### src/rtl/spi_fifo_pkg.sv
package spi_fifo_pkg;

  typedef enum logic [2:0] {
    A_CTRL   = 3'd0,
    A_IE     = 3'd1,
    A_DIV    = 3'd2,
    A_DATA   = 3'd3,
    A_FLAG   = 3'd4,
    A_LEVEL  = 3'd5,
    A_LEN_LO = 3'd6,
    A_LEN_HI = 3'd7
  } reg_addr_e;

  localparam int FL_CNT_END  = 0;
  localparam int FL_BYTE_END = 1;
  localparam int FL_HALF     = 2;
  localparam int FL_OVF      = 3;

  // divisor below 2 behaves as 2
  function automatic logic [7:0] eff_div(input logic [7:0] d);
    return (d < 8'd2) ? 8'd2 : d;
  endfunction

  // bit currently presented on the serial output
  function automatic logic head_bit(input logic [7:0] sh, input logic lsb);
    return lsb ? sh[0] : sh[7];
  endfunction

  // advance transmit shifter by one bit
  function automatic logic [7:0] shift_out(input logic [7:0] sh, input logic lsb);
    return lsb ? {1'b0, sh[7:1]} : {sh[6:0], 1'b0};
  endfunction

  // insert a received bit into the assembling byte
  function automatic logic [7:0] shift_in(input logic [7:0] sh, input logic b, input logic lsb);
    return lsb ? {b, sh[7:1]} : {sh[6:0], b};
  endfunction

endpackage

### src/rtl/spi_byte_fifo.sv
module spi_byte_fifo #(
  parameter int DEPTH = 8
) (
  input  logic                         clk,
  input  logic                         rst_n,
  input  logic                         clr,
  input  logic                         push,
  input  logic [7:0]                   wdata,
  input  logic                         pop,
  output logic [7:0]                   rdata,
  output logic [$clog2(DEPTH+1)-1:0]   count,
  output logic                         full,
  output logic                         empty
);
  localparam int PW = (DEPTH > 1) ? $clog2(DEPTH) : 1;
  localparam int CW = $clog2(DEPTH + 1);

  logic [7:0]    mem [DEPTH];
  logic [PW-1:0] wr_ptr, rd_ptr;

  function automatic logic [PW-1:0] nxt(input logic [PW-1:0] p);
    return (p == PW'(DEPTH - 1)) ? '0 : p + 1'b1;
  endfunction

  assign full  = (count == CW'(DEPTH));
  assign empty = (count == '0);
  assign rdata = mem[rd_ptr];

  always_ff @(posedge clk) begin
    if (push) mem[wr_ptr] <= wdata;
  end

  always_ff @(posedge clk or negedge rst_n) begin
    if (!rst_n) begin
      wr_ptr <= '0;
      rd_ptr <= '0;
      count  <= '0;
    end else if (clr) begin
      wr_ptr <= '0;
      rd_ptr <= '0;
      count  <= '0;
    end else begin
      if (push) wr_ptr <= nxt(wr_ptr);
      if (pop)  rd_ptr <= nxt(rd_ptr);
      if (push && !pop)      count <= count + 1'b1;
      else if (pop && !push) count <= count - 1'b1;
    end
  end
endmodule

### src/rtl/spi_bit_engine.sv
module spi_bit_engine
  import spi_fifo_pkg::*;
(
  input  logic       clk,
  input  logic       rst_n,
  input  logic       clr,
  input  logic       cpol,
  input  logic       lsb_first,
  input  logic [7:0] div,
  input  logic       can_start,
  input  logic [7:0] tx_byte,
  input  logic       miso,
  output logic       sck,
  output logic       mosi,
  output logic       busy,
  output logic       start,
  output logic       done,
  output logic [7:0] rx_byte
);
  logic       active;
  logic [7:0] cnt, tx_sh, rx_sh;
  logic [2:0] bitn;
  logic       sck_q;

  logic [7:0] d_eff, half, cnt_inc;
  logic       mid_tick, last_tick;

  assign d_eff     = eff_div(div);
  assign half      = d_eff >> 1;
  assign cnt_inc   = cnt + 8'd1;
  assign mid_tick  = (cnt == half - 8'd1);
  assign last_tick = (cnt == d_eff - 8'd1);

  assign start   = can_start && !active;
  assign done    = active && last_tick && (bitn == 3'd7);
  assign busy    = active;
  assign sck     = sck_q;
  assign mosi    = active ? head_bit(tx_sh, lsb_first) : 1'b1;
  assign rx_byte = rx_sh;

  always_ff @(posedge clk or negedge rst_n) begin
    if (!rst_n) begin
      active <= 1'b0;
      cnt    <= '0;
      bitn   <= '0;
      tx_sh  <= '0;
      rx_sh  <= '0;
      sck_q  <= 1'b0;
    end else if (clr) begin
      active <= 1'b0;
      cnt    <= '0;
      sck_q  <= cpol;
    end else if (start) begin
      active <= 1'b1;
      cnt    <= '0;
      bitn   <= '0;
      tx_sh  <= tx_byte;
      sck_q  <= 1'b0;
    end else if (active) begin
      if (mid_tick) rx_sh <= shift_in(rx_sh, miso, lsb_first);
      if (last_tick) begin
        cnt <= '0;
        if (bitn == 3'd7) begin
          active <= 1'b0;
          sck_q  <= cpol;
        end else begin
          bitn  <= bitn + 3'd1;
          tx_sh <= shift_out(tx_sh, lsb_first);
          sck_q <= 1'b0;
        end
      end else begin
        cnt   <= cnt_inc;
        sck_q <= (cnt_inc >= half);
      end
    end else begin
      sck_q <= cpol;
    end
  end
endmodule

### src/rtl/spi_fifo_master.sv
module spi_fifo_master
  import spi_fifo_pkg::*;
#(
  parameter int FIFO_DEPTH = 8,
  parameter int LEN_W      = 16
) (
  input  logic       clk,
  input  logic       rst_n,
  input  logic       bus_wr,
  input  logic       bus_rd,
  input  logic [2:0] bus_addr,
  input  logic [7:0] bus_wdata,
  output logic [7:0] bus_rdata,
  output logic       sck,
  output logic       mosi,
  input  logic       miso,
  output logic       irq
);
  localparam int CW   = $clog2(FIFO_DEPTH + 1);
  localparam int HALF = FIFO_DEPTH / 2;

  logic             dir_in, cpol, lsb_first, auto_clr;
  logic [3:0]       ie, flags, flag_set, flag_clr;
  logic [7:0]       div_q, len_stage;
  logic [LEN_W-1:0] remaining;
  logic [15:0]      rem16;
  logic             half_prev;

  // named events
  logic all_clr, data_wr, data_rd, len_load;
  logic bus_push, bus_pop, bad_access;
  logic eng_busy, eng_start, byte_done, can_start;
  logic fifo_push, fifo_pop, fifo_full, fifo_empty, half_lvl, free;
  logic [7:0] fifo_rdata, fifo_wdata, rx_byte;
  logic [CW-1:0] fifo_count;
  reg_addr_e a;

  assign a        = reg_addr_e'(bus_addr);
  assign all_clr  = bus_wr && (a == A_CTRL) && bus_wdata[7];
  assign data_wr  = bus_wr && (a == A_DATA);
  assign data_rd  = bus_rd && (a == A_DATA);
  assign len_load = bus_wr && (a == A_LEN_HI);

  assign bus_push   = data_wr && !dir_in && !fifo_full;
  assign bus_pop    = data_rd && dir_in && !fifo_empty;
  assign bad_access = (data_wr && !dir_in && fifo_full) || (data_rd && dir_in && fifo_empty);

  assign fifo_push  = bus_push || (byte_done && dir_in);
  assign fifo_pop   = bus_pop || (eng_start && !dir_in);
  assign fifo_wdata = dir_in ? rx_byte : bus_wdata;

  assign can_start = (remaining != '0) && !all_clr && (dir_in ? !fifo_full : !fifo_empty);
  assign half_lvl  = (fifo_count >= CW'(HALF));
  assign free      = !eng_busy && (remaining == '0);
  assign rem16     = 16'(remaining);

  spi_byte_fifo #(.DEPTH(FIFO_DEPTH)) u_fifo (
    .clk(clk), .rst_n(rst_n), .clr(all_clr),
    .push(fifo_push), .wdata(fifo_wdata), .pop(fifo_pop),
    .rdata(fifo_rdata), .count(fifo_count), .full(fifo_full), .empty(fifo_empty)
  );

  spi_bit_engine u_eng (
    .clk(clk), .rst_n(rst_n), .clr(all_clr), .cpol(cpol), .lsb_first(lsb_first),
    .div(div_q), .can_start(can_start), .tx_byte(dir_in ? 8'hFF : fifo_rdata),
    .miso(miso), .sck(sck), .mosi(mosi), .busy(eng_busy), .start(eng_start),
    .done(byte_done), .rx_byte(rx_byte)
  );

  always_comb begin
    flag_set = '0;
    flag_set[FL_CNT_END]  = byte_done && (remaining == LEN_W'(1)) && !len_load;
    flag_set[FL_BYTE_END] = byte_done;
    flag_set[FL_HALF]     = half_lvl && !half_prev;
    flag_set[FL_OVF]      = bad_access;
    flag_clr = (bus_wr && (a == A_FLAG)) ? bus_wdata[3:0] : 4'b0;
    if (auto_clr && (data_wr || data_rd)) flag_clr[FL_BYTE_END] = 1'b1;
  end

  always_ff @(posedge clk or negedge rst_n) begin
    if (!rst_n) begin
      dir_in    <= 1'b0;
      cpol      <= 1'b0;
      lsb_first <= 1'b0;
      auto_clr  <= 1'b0;
      ie        <= '0;
      div_q     <= 8'd2;
      len_stage <= '0;
      remaining <= '0;
      flags     <= '0;
      half_prev <= 1'b0;
    end else begin
      half_prev <= half_lvl;
      if (bus_wr) begin
        case (a)
          A_CTRL: {auto_clr, lsb_first, cpol, dir_in} <= bus_wdata[3:0];
          A_IE:     ie        <= bus_wdata[3:0];
          A_DIV:    div_q     <= bus_wdata;
          A_LEN_LO: len_stage <= bus_wdata;
          default: ;
        endcase
      end
      if (all_clr) begin
        remaining <= '0;
        flags     <= '0;
      end else begin
        if (len_load)       remaining <= LEN_W'({bus_wdata, len_stage});
        else if (byte_done) remaining <= remaining - 1'b1;
        flags <= (flags & ~flag_clr) | flag_set;
      end
    end
  end

  always_comb begin
    case (a)
      A_CTRL:   bus_rdata = {4'b0, auto_clr, lsb_first, cpol, dir_in};
      A_IE:     bus_rdata = {4'b0, ie};
      A_DIV:    bus_rdata = div_q;
      A_DATA:   bus_rdata = fifo_empty ? 8'h00 : fifo_rdata;
      A_FLAG:   bus_rdata = {1'b0, free, 2'b0, flags};
      A_LEVEL:  bus_rdata = 8'(fifo_count);
      A_LEN_LO: bus_rdata = rem16[7:0];
      default:  bus_rdata = rem16[15:8];
    endcase
  end

  assign irq = |(flags & ie);
endmodule

### config.mk
export PLATFORM = sky130hd
export DESIGN_NAME = spi_fifo_master
export DESIGN_NICKNAME = d
export VERILOG_FILES = /design/src/rtl/spi_fifo_pkg.sv /design/src/rtl/spi_byte_fifo.sv /design/src/rtl/spi_bit_engine.sv /design/src/rtl/spi_fifo_master.sv
export SDC_FILE = /design/constraint.sdc
export NUM_CORES = 1
export LEC_CHECK = 0
export BUFFER_PORTS_ARGS = -buffer_cell sky130_fd_sc_hd__buf_2
export CAP_MARGIN = 20
export CELL_PAD_IN_SITES_DETAIL_PLACEMENT = 2
export CELL_PAD_IN_SITES_GLOBAL_PLACEMENT = 2
export CORE_ASPECT_RATIO = 1.1
export CORE_UTILIZATION = 44
export CTS_BUF_LIST = sky130_fd_sc_hd__clkbuf_8
export CTS_CLUSTER_DIAMETER = 200
export DETAILED_ROUTE_END_ITERATION = 10
export GPL_TIMING_DRIVEN = 0
export PLACE_DENSITY_LB_ADDON = 0.1
export REMOVE_ABC_BUFFERS = 1
export SETUP_SLACK_MARGIN = 0.3
export SLEW_MARGIN = 20
export SYNTH_ARGS = -nofsm -noshare
export SYNTH_HDL_FRONTEND = slang
export SYNTH_SLANG_ARGS = --single-unit
export TNS_END_PERCENT = 20
### constraint.sdc
create_clock -name clk -period 4.5 [get_ports clk]
set_input_delay 0.225 -clock clk [delete_from_list [all_inputs] [get_ports clk]]
set_output_delay 0.225 -clock clk [all_outputs]
set_load 0.005 [all_outputs]
==> flow_summary_export.csv <==
group,metric,value,unit
status,status,"finished, final reports clean",
logic_synthesis,synthSimpleGateAreaFrac,13.7,%
timing,fin_crit_sh,92.0,%
power,peakVddDrop,0.000310,V
logic_synthesis,synth_cell_types,73,
setup_path,worst-path-max-fanout,9,
setup_path,worstSetupEndpointType,"flop",
finish,fin_area,8910,um^2
logic_synthesis,ys_ff_latch,148,
logic_synthesis,synth_top_cells_by_count,"dfrtp_1 (83), edfxtp_1 (64), a21oi_1 (59), nand2_1 (52), nor2_1 (47)",
timing,fmax,0.242,GHz
timing,drv_slew,0,
finish,drive_gt1_share,22.7,%
finish,nets,761,
grt,grt_pass1_vias,6426,
logic_synthesis,synth.most_common_cell,"dfrtp_1",
setup_path,worstSetupStartpointType,"flop",
grt,grt_max_degree,49,
placement,io_buffers,26,
grt,grt_pass1_wl,38300,um
placement,dpl_cell_area,8380,um^2
die,die_h,144,um
timing,fin_crit,4.14,ns
grt,grt_remaining_overflow,0,
setup_path,path_class,"reg -> reg",
grt,antenna_found_initial,1,
logic_synthesis,ys.warnings.count,0,
die,die-area,18900,um^2
setup_path,crit_slowest_cell,"dfrtp_1",
logic_synthesis,synthesis.area,8070,um^2
logic_synthesis,synth.area.top_cells,"dfrtp_1 (26%), edfxtp_1 (24%), mux2_2 (5.2%)",
clock_tree,clk_pin_slew,0.09,ns
clock_tree,cts_made_buffers,17,
logic_synthesis,synthMuxAreaShare,12.7,%
drt,routed_via_density,6.02,
clock_tree,cts.sinks,148,
logic_synthesis,yosysSeqAreaShare,49.9,%
logic_synthesis,synth_compound_area_share,12.7,%
clock_tree,cts_tree,"built",
logic_synthesis,synth_edf_count,64,
clock_tree,cts-root-buf,"clkbuf_8",
timing,hold_viol,0,
timing,rsz0062_at_grt,"true",
setup_path,cp_cell_sequence,"nor4_4 -> a21o_1 -> ha_1 -> or3b_4 -> or3_4 -> a211oi_2 -> nand4_4 -> o21ai_4 -> nand2_1 -> nor2_2",
logic_synthesis,synthAdderAreaFrac,3.35,%
logic_synthesis,synth_top_area_share,25.7,%
die,rows,51,
die,start_util,45.3,%
worst_hold_path,min-delay-path-class,"in -> reg",
finish,fillCellCount,1753,
clock_tree,clk_latency,0.47,ns
timing,slew_headroom,32.4,%
finish,area_delta_synth_final,10.5,%
grt,grt.total_usage,27.5,%
timing,fin_skew,0.0138,ns
logic_synthesis,synth.avg_cell_area,11.3,um^2
finish,register_area,4030,um^2
power,leakagePower,3.40,nW
drt,first_pass_iters,4,
logic_synthesis,synth_top_family_by_area,"simple AND/OR/NAND/NOR gates",
die,io_pins,27,
logic_synthesis,synth_xor_area_share,4.51,%
drt,drtIter0Drc,321,
logic_synthesis,async_reset_ff_share,56.8,%
setup_path,critical_path.max_stage_delay,0.56,ns
drt,wl_per_cell,25.1,um
setup_path,worst_ep_required_time,4.61,ns
drt,vias,5878,
setup_path,arrival,4.25,ns
clock_tree,max-clock-path-buffers,2,
die,coreArea,17800,um^2
drt,drc,0,
drt,drtAntennaViolNets,0,
drt,routed_wirelength,24500,um
logic_synthesis,synth_ff_type,"dfrtp_1",
power,power,0.00483,W
timing,worst_slew_pin_slew,1.01,ns
logic_synthesis,synth_top_cell_by_area,"dfrtp_1",
die,die_width,131,um
logic_synthesis,synth_cells,712,
clock_tree,htree_levels,4,
job,maxCapViolCount,0,
timing,setup_viol,0,
power,p_per_area,541,nW/um^2
placement,dp_hpwl,17600,um
placement,gp_congestion,0.882,
finish,multi_input_comb_area,3870,um^2
[area by class of cell]
cell class | instances | share of cell area [%]
clock inverters | 15 | 2.09
well taps | 238 | 3.34
clock buffers | 17 | 2.62
inverters | 19 | 0.800
flip-flops and latches | 148 | 45.2
repair buffers | 34 | 2.46
multi-input cells | 504 | 43.5
diodes | 1 | 0.0281
[kinds of logic (layout without fill, tap and decap cells)]
kind of cell / Yosys count / after routing
adder cells (fa/ha/maj): 21 / 21
XOR/XNOR: 40 / 40
flip-flops: 148 / 148
AO/OA/AOI/OAI: 162 / 162
multiplexers: 78 / 78
other: 0 / 1
buffers and inverters: 60 / 85
AND/OR/NAND/NOR: 203 / 203
[state kept, by name, summed over array words and instances (netlist names), 3 cells and up]
signal and cells:
u_fifo.wr_ptr 3, rem16 16, u_fifo.mem 64, u_eng.bitn 3, flags 4, u_eng.tx_sh 8, div_q 8, u_fifo.rd_ptr 3
ie 4, u_fifo.count 4, len_stage 8, u_eng.rx_byte 8, u_eng.cnt 8
[cells in the final DEF, fill, tap and decap left out, drive strengths merged, types with 6 or more instances in the layout]
cell,n
dfrtp,83
edfxtp,64
a21oi,59
nand2,53
nor2,47
o21ai,42
mux2,37
buf,33
xnor2,27
mux2i,25
inv,24
ha,20
nor3,19
clkbuf,17
mux4,16
nand3,15
a31oi,14
nand2b,13
xor2,12
clkinv,10
or3,8
or4,7
a22oi,6
or2,6
[power by group]
| part | switching, W | internal (W) | leakage [nW] |
|---|---|---|---|
| clock | 0.000637 | 0.000427 | 0.209 |
| sequential | 0.000471 | 0.00170 | 1.60 |
| combinational | 0.000834 | 0.000756 | 1.60 |
| total | 0.00194 | 0.00288 | 3.40 |
[path summary, 6_finish.rpt]
path	startpoint	slack [ns]	depth (start not counted)	endpoint
hold / removal	bus_wdata[6]	0.08	3	div_q[6]
setup reg to reg	div_q[4]	0.36	10	u_fifo.mem[5][1]
max in group asynchronous	rst_n	3.56	3	u_fifo.rd_ptr[0]
setup / recovery	div_q[4]	0.36	10	u_fifo.mem[5][1]
hold reg to reg	len_stage[3]	0.52	1	len_stage[3]
min in group asynchronous	rst_n	0.29	2	u_eng.cnt[1]
[per-stage QoR]
step,setup TNS [ns],hold slack [ns],setup WS (ns),instances,util [%]
detailed placement,-9.74,0.245,-0.262,939,47.1
global route,0,0.0863,0.109,975,50.1
global placement,-9.73,0.484,-0.528,935,46.7
floorplan,0,-0.0706,0.564,671,-
CTS,0,0.0627,0.274,972,49.8
finish,0,0.0843,0.361,976,50.1
[routing by layer]
layer | part of all wire [%] | track usage [%]
met4 | 3.0 | 12.1
met3 | 2.5 | 4.07
met2 | 53 | 50.2
met1 | 42 | 32.4
met5 | 0 | 0
[critical path: cells and delay by family (launching register included)]
family / cells / cell delay [ns]
simple gates: 6 / 2.20
fa+ha+maj: 1 / 0.18
flops: 1 / 0.56
compound gates: 3 / 0.84
[timing repair]
action	in CTS	in global routing
endpoints found under the setup margin	73	75
endpoints found under the hold margin	35	0
setup buffers	0	3
pin swaps	0	1
hold buffers	1	0
gates resized for setup	12	5
No activity file was read; power rests on OpenSTA's default activity.
